--- src/rtl/sar_seq_pkg.sv ---
package sar_seq_pkg;

  // Step of the conversion frame currently in progress.
  typedef enum logic [2:0] {
    PH_IDLE,
    PH_REFZ,
    PH_AZERO,
    PH_ACAL,
    PH_TRACK,
    PH_SEARCH,
    PH_XFER
  } phase_e;

  // Cycles in front of the search: reference zero, offset, gain, sample.
  localparam int unsigned PRE_SLOTS = 4;

  function automatic int unsigned frame_len(input int unsigned nbits);
    return nbits + PRE_SLOTS + 1;
  endfunction

endpackage

--- src/rtl/sar_rst_sync.sv ---
module sar_rst_sync (
  input  logic clk,
  input  logic rst_n,
  output logic rst_sync_n
);
  logic [1:0] sync_q;

  always_ff @(posedge clk or negedge rst_n) begin
    if (!rst_n) sync_q <= 2'b00;
    else        sync_q <= {sync_q[0], 1'b1};
  end

  assign rst_sync_n = sync_q[1];
endmodule

--- src/rtl/sar_frame_timer.sv ---
module sar_frame_timer
  import sar_seq_pkg::*;
#(
  parameter int unsigned SAR_BITS = 11
) (
  input  logic                        clk,
  input  logic                        rst_n,
  input  logic                        start_i,
  output phase_e                      phase_o,
  output logic [$clog2(SAR_BITS)-1:0] step_o
);
  localparam int unsigned FRAME_LEN = frame_len(SAR_BITS);
  localparam int unsigned SLOT_W    = $clog2(FRAME_LEN);
  localparam int unsigned STEP_W    = $clog2(SAR_BITS);
  localparam logic [SLOT_W-1:0] LAST_SLOT = SLOT_W'(FRAME_LEN - 1);
  localparam logic [SLOT_W-1:0] SRCH_LO   = SLOT_W'(PRE_SLOTS);

  logic              active_q, active_d;
  logic [SLOT_W-1:0] slot_q, slot_d;
  logic              slot_en;
  logic [SLOT_W-1:0] step_full;

  // Next state: leave idle only on start, then wrap forever.
  always_comb begin
    active_d = active_q;
    slot_d   = slot_q;
    if (!active_q) begin
      if (start_i) begin
        active_d = 1'b1;
        slot_d   = '0;
      end
    end else if (slot_q == LAST_SLOT) begin
      slot_d = '0;
    end else begin
      slot_d = slot_q + 1'b1;
    end
  end

  assign slot_en = active_q | start_i;

  always_ff @(posedge clk or negedge rst_n) begin
    if (!rst_n) begin
      active_q <= 1'b0;
      slot_q   <= '0;
    end else begin
      active_q <= active_d;
      if (slot_en) slot_q <= slot_d;
    end
  end

  // Decode the slot into the frame step.
  always_comb begin
    if (!active_q)                        phase_o = PH_IDLE;
    else if (slot_q == SLOT_W'(0))        phase_o = PH_REFZ;
    else if (slot_q == SLOT_W'(1))        phase_o = PH_AZERO;
    else if (slot_q == SLOT_W'(2))        phase_o = PH_ACAL;
    else if (slot_q == SLOT_W'(3))        phase_o = PH_TRACK;
    else if (slot_q == LAST_SLOT)         phase_o = PH_XFER;
    else                                  phase_o = PH_SEARCH;
  end

  assign step_full = slot_q - SRCH_LO;
  assign step_o    = step_full[STEP_W-1:0];
endmodule

--- src/rtl/sar_search_reg.sv ---
module sar_search_reg
  import sar_seq_pkg::*;
#(
  parameter int unsigned SAR_BITS = 11
) (
  input  logic                        clk,
  input  logic                        rst_n,
  input  phase_e                      phase_i,
  input  logic [$clog2(SAR_BITS)-1:0] step_i,
  input  logic                        cmp_i,
  output logic [SAR_BITS-1:0]         dac_o,
  output logic [SAR_BITS-1:0]         result_o,
  output logic                        done_o
);
  localparam int unsigned STEP_W = $clog2(SAR_BITS);
  localparam logic [STEP_W-1:0] LAST_STEP = STEP_W'(SAR_BITS - 1);

  logic                srch, clr;
  logic [SAR_BITS-1:0] mask, trial, decided;
  logic [SAR_BITS-1:0] work_q, work_d;
  logic                work_en;
  logic                res_en;

  assign srch = (phase_i == PH_SEARCH);
  assign clr  = (phase_i == PH_TRACK);

  // Bit under trial: step 0 is the MSB.
  for (genvar i = 0; i < SAR_BITS; i++) begin : g_mask
    assign mask[i] = srch && (step_i == STEP_W'(SAR_BITS - 1 - i));
  end

  assign trial   = work_q | mask;
  assign decided = cmp_i ? trial : work_q;

  always_comb begin
    work_d = work_q;
    if (clr)       work_d = '0;
    else if (srch) work_d = decided;
  end

  assign work_en = clr | srch;
  assign res_en  = srch && (step_i == LAST_STEP);

  always_ff @(posedge clk or negedge rst_n) begin
    if (!rst_n) begin
      work_q   <= '0;
      result_o <= '0;
      done_o   <= 1'b0;
    end else begin
      if (work_en) work_q <= work_d;
      if (res_en)  result_o <= decided;
      done_o <= res_en;
    end
  end

  assign dac_o = srch ? trial : '0;
endmodule

--- src/rtl/sar_cal_tap.sv ---
module sar_cal_tap (
  input  logic clk,
  input  logic rst_n,
  input  logic en_i,
  input  logic bit_i,
  output logic bit_o,
  output logic vld_o
);
  logic bit_d;

  always_comb bit_d = en_i ? bit_i : bit_o;

  always_ff @(posedge clk or negedge rst_n) begin
    if (!rst_n) begin
      bit_o <= 1'b0;
      vld_o <= 1'b0;
    end else begin
      bit_o <= bit_d;
      vld_o <= en_i;
    end
  end
endmodule

--- src/rtl/sar_slice_seq.sv ---
module sar_slice_seq
  import sar_seq_pkg::*;
#(
  parameter int unsigned SAR_BITS = 11
) (
  input  logic                clk,
  input  logic                rst_n,
  input  logic                frame_start,
  input  logic                cmp_ge,
  output logic                refz_smp,
  output logic                az_cmp,
  output logic                cal_cmp,
  output logic                in_smp,
  output logic [SAR_BITS-1:0] dac_code,
  output logic                az_bit,
  output logic                az_vld,
  output logic                cal_bit,
  output logic                cal_vld,
  output logic [SAR_BITS-1:0] result,
  output logic                result_vld
);
  localparam int unsigned STEP_W = $clog2(SAR_BITS);
  localparam int unsigned N_TAPS = 2;

  logic              rst_i_n;
  phase_e            phase;
  logic [STEP_W-1:0] step;
  logic [N_TAPS-1:0] tap_en, tap_bit, tap_vld;

  sar_rst_sync u_rst (
    .clk        (clk),
    .rst_n      (rst_n),
    .rst_sync_n (rst_i_n)
  );

  sar_frame_timer #(.SAR_BITS(SAR_BITS)) u_timer (
    .clk     (clk),
    .rst_n   (rst_i_n),
    .start_i (frame_start),
    .phase_o (phase),
    .step_o  (step)
  );

  sar_search_reg #(.SAR_BITS(SAR_BITS)) u_search (
    .clk      (clk),
    .rst_n    (rst_i_n),
    .phase_i  (phase),
    .step_i   (step),
    .cmp_i    (cmp_ge),
    .dac_o    (dac_code),
    .result_o (result),
    .done_o   (result_vld)
  );

  // Tap 0 captures the offset compare, tap 1 the gain compare.
  assign tap_en = {phase == PH_ACAL, phase == PH_AZERO};

  for (genvar t = 0; t < N_TAPS; t++) begin : g_tap
    sar_cal_tap u_tap (
      .clk   (clk),
      .rst_n (rst_i_n),
      .en_i  (tap_en[t]),
      .bit_i (cmp_ge),
      .bit_o (tap_bit[t]),
      .vld_o (tap_vld[t])
    );
  end

  assign az_bit  = tap_bit[0];
  assign az_vld  = tap_vld[0];
  assign cal_bit = tap_bit[1];
  assign cal_vld = tap_vld[1];

  assign refz_smp = (phase == PH_REFZ);
  assign az_cmp   = tap_en[0];
  assign cal_cmp  = tap_en[1];
  assign in_smp   = (phase == PH_TRACK);
endmodule

--- config.mk ---
export PLATFORM = sky130hd
export DESIGN_NAME = sar_slice_seq
export DESIGN_NICKNAME = d
export VERILOG_FILES = /design/src/rtl/sar_seq_pkg.sv /design/src/rtl/sar_rst_sync.sv /design/src/rtl/sar_frame_timer.sv /design/src/rtl/sar_search_reg.sv /design/src/rtl/sar_cal_tap.sv /design/src/rtl/sar_slice_seq.sv
export SDC_FILE = /design/constraint.sdc
export NUM_CORES = 1
export LEC_CHECK = 0
export BUFFER_PORTS_ARGS = -buffer_cell sky130_fd_sc_hd__buf_2
export CAP_MARGIN = 20
export CORE_UTILIZATION = 48
export DETAILED_ROUTE_END_ITERATION = 6
export PLACE_DENSITY = 0.75
export SLEW_MARGIN = 30
export SYNTH_ARGS = -nofsm -noshare
export SYNTH_HDL_FRONTEND = slang
export SYNTH_SLANG_ARGS = --single-unit
--- constraint.sdc ---
create_clock -name clk -period 1.4 [get_ports clk]
set_input_delay 0.07 -clock clk [delete_from_list [all_inputs] [get_ports clk]]
set_output_delay 0.07 -clock clk [all_outputs]
set_load 0.01 [all_outputs]
* Word level (Yosys, flattened, before mapping)
Index checks and enable logic that the tools add are counted.
Storage, ports and cells: word-level logic and storage cells 66, input bits 4, output and inout port bits 31, bits in registers 34
Cells by class: $add $sub $neg 2, equal/unequal tests 19, multiplexer cells 15, reduce and logical (&&, ||, !) cells 17, bitwise logic cells 3
Operators by type and width (number):
- $mux 11 | 4
- $eq 4x2->1 const B | 4
- $eq 4x3->1 const B | 4
- $eq 4x4->1 const B | 4
- $mux 3 | 5
- $mux 4 | 3
- $logic_and 1x1->1 | 11
- $or 11x11->11 | 1
- $eq 4x1->1 const B | 2
- $logic_not 4->1 | 2
- $eq 3x2->1 const B | 2
- $eq 3x3->1 const B | 2
- $add 4x1->4 const B | 1
- $reduce_and 2->1 | 2
- $reduce_bool 2->1 | 2
- $sub 4x3->4 const B | 1
- $eq 3x1->1 const B | 1
- $mux 1 | 2
- $mux 2 | 1
- $or 1x1->1 | 2

* Depth between registers and ports, before layout
depth after elaboration 13, depth in mapped cells 7, mapped depth without buffers 6

* By module
Synthesis repeated with hierarchy kept, for this count alone.
Second synthesis, totals: cell total of the unflattened synthesis 163, area total of the unflattened synthesis 1714.1 um^2
Modules (own cells, without submodules):
- sar_search_reg | times used 1, cells an instance 105, sequential area each 575.6 um^2, area each 1103.6 um^2
- sar_frame_timer | times used 1, cells an instance 45, sequential area each 125.1 um^2, area each 394.1 um^2
- sar_cal_tap | times used 2, cells an instance 3, sequential area each 50.0 um^2, area each 65.1 um^2
- sar_rst_sync | times used 1, cells an instance 3, sequential area each 50.0 um^2, area each 53.8 um^2
- sar_slice_seq | times used 1, cells an instance 4, sequential area each 0.0 um^2, area each 32.5 um^2

* Worst setup path after synthesis
No wires, ideal clock.
kind reg2reg, start point register u_timer.slot_q[0], end point register g_tap[1].u_tap.bit_o, required time 1275 ps, cell stages (with the launch flop) 7, arrival 1589 ps, period minus slack after synthesis 1714 ps, slack -314 ps, library setup time 125 ps, buffers on the path 1, path through dfrtp_1 inv_1 ha_1 buf_2 nor2_1 and3_1 mux2_2
On the way: cells in the longest elaborated chain, start to end 8, elaborated cells between the ends (all ways) 12, classes of those cells eq/ne: 5; mux: 6; reduce/logical: 1
RTL lines:
- start: declaration | RTL line sar_frame_timer.sv:19 | logic [SLOT_W-1:0] slot_q, slot_d;
- start signal: assignment | RTL line sar_frame_timer.sv:47 | if (slot_en) slot_q <= slot_d;
- $eq 4x4->1 | RTL line sar_frame_timer.sv:58 | else if (slot_q == LAST_SLOT) phase_o = PH_XFER;
- $mux 2 | RTL line sar_frame_timer.sv:58
- $mux 3 | RTL line sar_frame_timer.sv:57 | else if (slot_q == SLOT_W'(3)) phase_o = PH_TRACK;
- $mux 3 | RTL line sar_frame_timer.sv:56 | else if (slot_q == SLOT_W'(2)) phase_o = PH_ACAL;
- $mux 3 | RTL line sar_frame_timer.sv:55 | else if (slot_q == SLOT_W'(1)) phase_o = PH_AZERO;
- $mux 3 * | RTL line sar_frame_timer.sv:54 | else if (slot_q == SLOT_W'(0)) phase_o = PH_REFZ;
- $mux 3 * | RTL line sar_frame_timer.sv:53 | if (!active_q) phase_o = PH_IDLE;
- $eq 3x2->1 * | RTL line sar_slice_seq.sv:56 | assign tap_en = {phase == PH_ACAL, phase == PH_AZERO};
- net cal_cmp | RTL line sar_slice_seq.sv:12 | output logic cal_cmp,
- end signal: assignment | RTL line sar_cal_tap.sv:18 | bit_o <= bit_d;
- end: declaration | RTL line sar_cal_tap.sv:6 | output logic bit_o,
Mark *: on every way through the listed nets, which the timed path passes. The rest lies on a longest branch. A chain may end at the register's enable or synchronous reset.

* Final worst setup path
start point register u_timer.slot_q[1], end point output dac_code[9]
On the way: cells in the longest elaborated chain, start to end 11, elaborated cells between the ends (all ways) 17, classes of those cells add/sub: 1; eq/ne: 6; mux: 7; bitwise: 1; reduce/logical: 2
RTL lines:
- $eq 4x4->1 | RTL line sar_frame_timer.sv:58
- $mux 2 | RTL line sar_frame_timer.sv:58
- $mux 3 | RTL line sar_frame_timer.sv:57
- $mux 3 | RTL line sar_frame_timer.sv:56
- $mux 3 | RTL line sar_frame_timer.sv:55
- $mux 3 | RTL line sar_frame_timer.sv:54
- $mux 3 | RTL line sar_frame_timer.sv:53
- $eq 3x3->1 | RTL line sar_search_reg.sv:24 | assign srch = (phase_i == PH_SEARCH);
- $logic_and 1x1->1 | RTL line sar_search_reg.sv:29 | assign mask[i] = srch && (step_i == STEP_W'(SAR_BITS - 1 - i));
- $or 11x11->11 | RTL line sar_search_reg.sv:32 | assign trial = work_q | mask;
- $mux 11 * | RTL line sar_search_reg.sv:56 | assign dac_o = srch ? trial : '0;
- end: declaration | RTL line sar_slice_seq.sv:14 | output logic [SAR_BITS-1:0] dac_code,
Mark *: on every way between the ends. The rest lies on a longest branch, timed or not.

==> results.txt <==
- TritonCTS built the clock tree.
- The area growth from synthesis to layout is 71.71%.
- Router iterations before antenna repair: 4
- The core region is between 3000 and 4000 sq um.
- Slack of the critical path: -675.2 ps
- WP data required: around 1300 ps
* Critical Path AT: about 2000 ps
- Total area of multi-input combinational cells: around 940 sq um
- Yosys printed 0 warnings.
* Routing usage on met1: 39.80%
- Non-filler instance count after layout: 270
- Startpoint kind of the worst setup timing path: register
- Cell Area, Synth: around 1600 sq um
- Across the VDD grid, the largest voltage drop is about 1.6 mV.
- On the worst path, the slowest cell contributes a delay of a little under 500 ps.
* Number of synthesized register bits: 34
- In this run the critical register-to-register path is launched from u_timer.slot_q[0].
- The slowest stage of the critical path is the sky130_fd_sc_hd__dfrtp_2 cell.
* Overflow after GRT: 0
* Post-route clock skew: roughly 18 ps
- The H-tree was split into 2 levels.
- Setup violations remaining at the end of the flow were counted as 42.
* Via count of the first global-routing pass: around 1.5k
* Post-CTS clock slew at the launch and capture registers of the worst setup and hold paths: roughly 110 ps
- Once detail routing completed, the nets flagged for antenna violations numbered 0.
- The cell sitting at the root of the clock tree is a sky130_fd_sc_hd__clkbuf_4.
- Number of max-cap violations: 0
* Placed Cells: between 200 and 250
- Hold is met by between 60 and 70 ps.
- Filler Cells Inserted: roughly 140
* Maximum fanout along the worst path: 6
- Worst Setup Path Type: register to primary output
- End point of the critical path: dac_code[9]
* Clk buf depth: 2
- Hpwl dp: roughly 2800 um
- The netlist uses 37 different library cells.
- In this run the power density over the cells is ~2800 nW/um^2.
- Global routing met3 resource utilization: 8.515%
- Final Max Tran Viols: 0
- Number of buffers added by the clock tree synthesis step: 5
- Walking the worst path, the cells encountered are inv_4, ha_4, nor4_4, o311ai_4, buf_12, nor2_4, buf_6.
* Count of port buffers added during placement: 34
* Nature of the critical path endpoint: primary output
- Die X-Extent: just under 60 um
- The repair_antennas step left the layout with diodes totalling 0.
* Synth async-reset ratio: 100.0%
* Result of the run: complete, but fails checks
- For this run, the post-layout net count is 233.
* Number of synthesized flops with an enable pin: 0
* Portion of the post-synthesis area used by sequential elements: approximately 54%
- Count of final hold-check violations: 0
- Worst reg2reg path depth: 10
* Setup repair after global routing missed its margin: yes
- The die is just under 60 um tall.
* Flop2flop setup slack: -610 ps
- Total I/O pin count: 35
- The floorplan has 20 rows.
- The average instance in the mapped netlist occupies ~11 sq um.
- For this block, the routed nets add up to approximately 5700 um of wire.
* Busiest layer in global routing: met2
- Effective utilization at floorplan: approximately half
* Post-synth top flop: sky130_fd_sc_hd__dfrtp_1
* Floorplan die area: 3504 sq um
- Total track usage: about a third
- After routing, the total negative slack on setup checks comes to -18150 ps.
- Global-route wire length before repair: just under 8000 um
* Via count: 1586
* Max Clk Rate: a little under 500 MHz
- Class of the worst hold path: primary input to async pin
- Across the whole layout, storage elements account for between 800 and 900 sq um.
* Clock sink total: 34
- Synthesis produced a netlist with a net count of approximately 150.
- Reg-to-reg endpoint: g_tap[1].u_tap.bit_o
- Post-Syn Instances: 145
- In the final routed layout, each cell accounts on average for 20.96 um.
- Initial antenna violation count: 0
* Post-route DRC violation count: 0
* Detailed-route vias per instance: ~6
* Maximum number of pins on one net before global-route repair: 33
* Launch point of the critical path: u_timer.slot_q[1]
- The post-route netlist has between 60% and 70% of its cells at a drive strength greater than 1.
* First-iteration detailed-routing DRC count: ~130
* Clock insertion delay at the later pin of the skew report: 360 ps
- Static leakage power: around 1.3 nW
- For met2 alone, demand over resource in global routing was between 50 and 60%.
- Final cycle utilization of the critical path: 148.2%
- Final RePlAce weighted congestion: 0.8141
* Violated checks: setup timing
- Final period demand of the worst path: a little over 2000 ps
==> worst min path at each step <==
stage,from,end,cells past startpoint
3_3_place_gp,rst_n,u_rst.sync_q[1],1
6_report,rst_n,u_rst.sync_q[0],2
2_1_floorplan,rst_n,u_rst.sync_q[0],0
3_5_place_dp,rst_n,u_rst.sync_q[0],1
4_1_cts,rst_n,u_rst.sync_q[1],2
5_1_grt,rst_n,u_rst.sync_q[1],2
==> layout make-up <==
| class | instances | area share [%] |
|---|---|---|
| flip-flops and latches | 34 | 31.65 |
| clock inverters | 1 | 0.1856 |
| inverters | 10 | 2.042 |
| clock buffers | 7 | 2.042 |
| repair buffers | 83 | 27.29 |
| well taps | 44 | 2.042 |
| multi-input cells | 91 | 34.76 |
==> worst max-delay path, delay by kind of cell (launching register included) <==
| kind | cells | cell delay (ps) |
|---|---|---|
| adder cells (fa/ha/maj) | 1 | 180 |
| AND/OR/NAND/NOR | 2 | 420 |
| buffers and inverters | 3 | 380 |
| flip-flops | 1 | 490 |
| AO/OA/AOI/OAI | 1 | 180 |
==> cell families (layout without fill, tap and decap cells) <==
logic type      Yosys count  count (layout)  synth area share (%)
compound gates           41              41                 16.10
xor+xnor                  1               1                0.5579
fa+ha+maj                 4               4                 3.187
buf+inv                  20             101                 5.577
flops                    34              34                 54.18
mux                      10              10                 7.012
other cells               1               1                0.2388
simple gates             34              34                 13.15
==> cell usage after synthesis, types with 2 or more instances <==
master	number	area share [%]
sky130_fd_sc_hd__a21oi_1	20	6.4
sky130_fd_sc_hd__a22o_1	6	3.3
sky130_fd_sc_hd__a31oi_1	2	0.80
sky130_fd_sc_hd__a32o_1	2	1.3
sky130_fd_sc_hd__and3_1	2	0.80
sky130_fd_sc_hd__and4b_1	3	1.9
sky130_fd_sc_hd__buf_2	7	2.2
sky130_fd_sc_hd__clkbuf_1	2	0.48
sky130_fd_sc_hd__dfrtp_1	34	54
sky130_fd_sc_hd__ha_1	4	3.2
sky130_fd_sc_hd__inv_1	9	2.2
sky130_fd_sc_hd__mux2_1	6	4.3
sky130_fd_sc_hd__mux2_2	2	1.4
sky130_fd_sc_hd__mux2i_1	2	1.3
sky130_fd_sc_hd__nand2_1	3	0.72
sky130_fd_sc_hd__nand3_1	2	0.64
sky130_fd_sc_hd__nor2_1	13	3.1
sky130_fd_sc_hd__o21ai_0	7	2.2
==> flip-flops by register name, indices dropped and copies added, names as in the netlist <==
register,cells
u_timer.slot_q,4
g_tap.u_tap.vld_o,2
g_tap.u_tap.bit_o,2
u_search.result_o,11
u_timer.active_q,1
u_search.work_q,11
u_search.done_o,1
u_rst.sync_q,2
==> cells in the final DEF (no fill, tap or decap), types with 2 or more instances in the layout <==
cell,instances
sky130_fd_sc_hd__dfrtp_1,32
sky130_fd_sc_hd__buf_6,32
sky130_fd_sc_hd__buf_4,26
sky130_fd_sc_hd__buf_2,20
sky130_fd_sc_hd__a21oi_1,13
sky130_fd_sc_hd__nor2_4,11
sky130_fd_sc_hd__mux2_4,8
sky130_fd_sc_hd__inv_1,6
sky130_fd_sc_hd__a22o_1,6
sky130_fd_sc_hd__clkbuf_4,5
sky130_fd_sc_hd__o21ai_0,4
sky130_fd_sc_hd__a21oi_2,4
sky130_fd_sc_hd__ha_4,4
sky130_fd_sc_hd__nand2_1,3
sky130_fd_sc_hd__a21oi_4,3
sky130_fd_sc_hd__buf_12,3
sky130_fd_sc_hd__nand3_1,2
sky130_fd_sc_hd__inv_4,2
sky130_fd_sc_hd__and3_4,2
sky130_fd_sc_hd__and4b_1,2
sky130_fd_sc_hd__o21ai_2,2
sky130_fd_sc_hd__a32o_1,2
sky130_fd_sc_hd__mux2i_1,2
sky130_fd_sc_hd__nor2_1,2
sky130_fd_sc_hd__dlygate4sd3_1,2
sky130_fd_sc_hd__dfrtp_2,2
==> stage by stage <==
| step | instance area (sq um) | total power (W) | setup slack (ps) | util [%] |
|---|---|---|---|---|
| after global placement | 2136 | 0.004993 | -265.8 | 69.39 |
| after floorplan | 1697 | 0.003631 | -143.0 | - |
| after CTS | 2611 | 0.006859 | -580.7 | 84.84 |
| after global routing | 2696 | 0.007736 | -741.1 | 87.60 |
| final | 2696 | 0.007434 | -675.2 | 87.60 |
| after detailed placement | 2136 | 0.005165 | -410.5 | 69.39 |
==> what timing repair did <==
item / in CTS / in global routing
pin swaps: 13 / 9
endpoints found under the setup margin: 40 / 42
setup buffers: 12 / 6
hold buffers: 2 / 0
resized for setup: 66 / 15
endpoints found under the hold margin: 5 / 0
==> power breakdown <==
part	internal [W]	switching [W]	total (W)
logic	0.00264	0.00240	0.00504
registers	0.00139	0.000425	0.00181
clock network	0.000243	0.000341	0.000584
total	0.00427	0.00316	0.00743
==> routing by layer <==
metal  part of all wire (%)  wire, um
met1                     40      2238
met3                    6.6       375
met4                    3.6       204
met2                     50      2841
met5                      0         0
No activity file was read; power rests on OpenSTA's default activity.
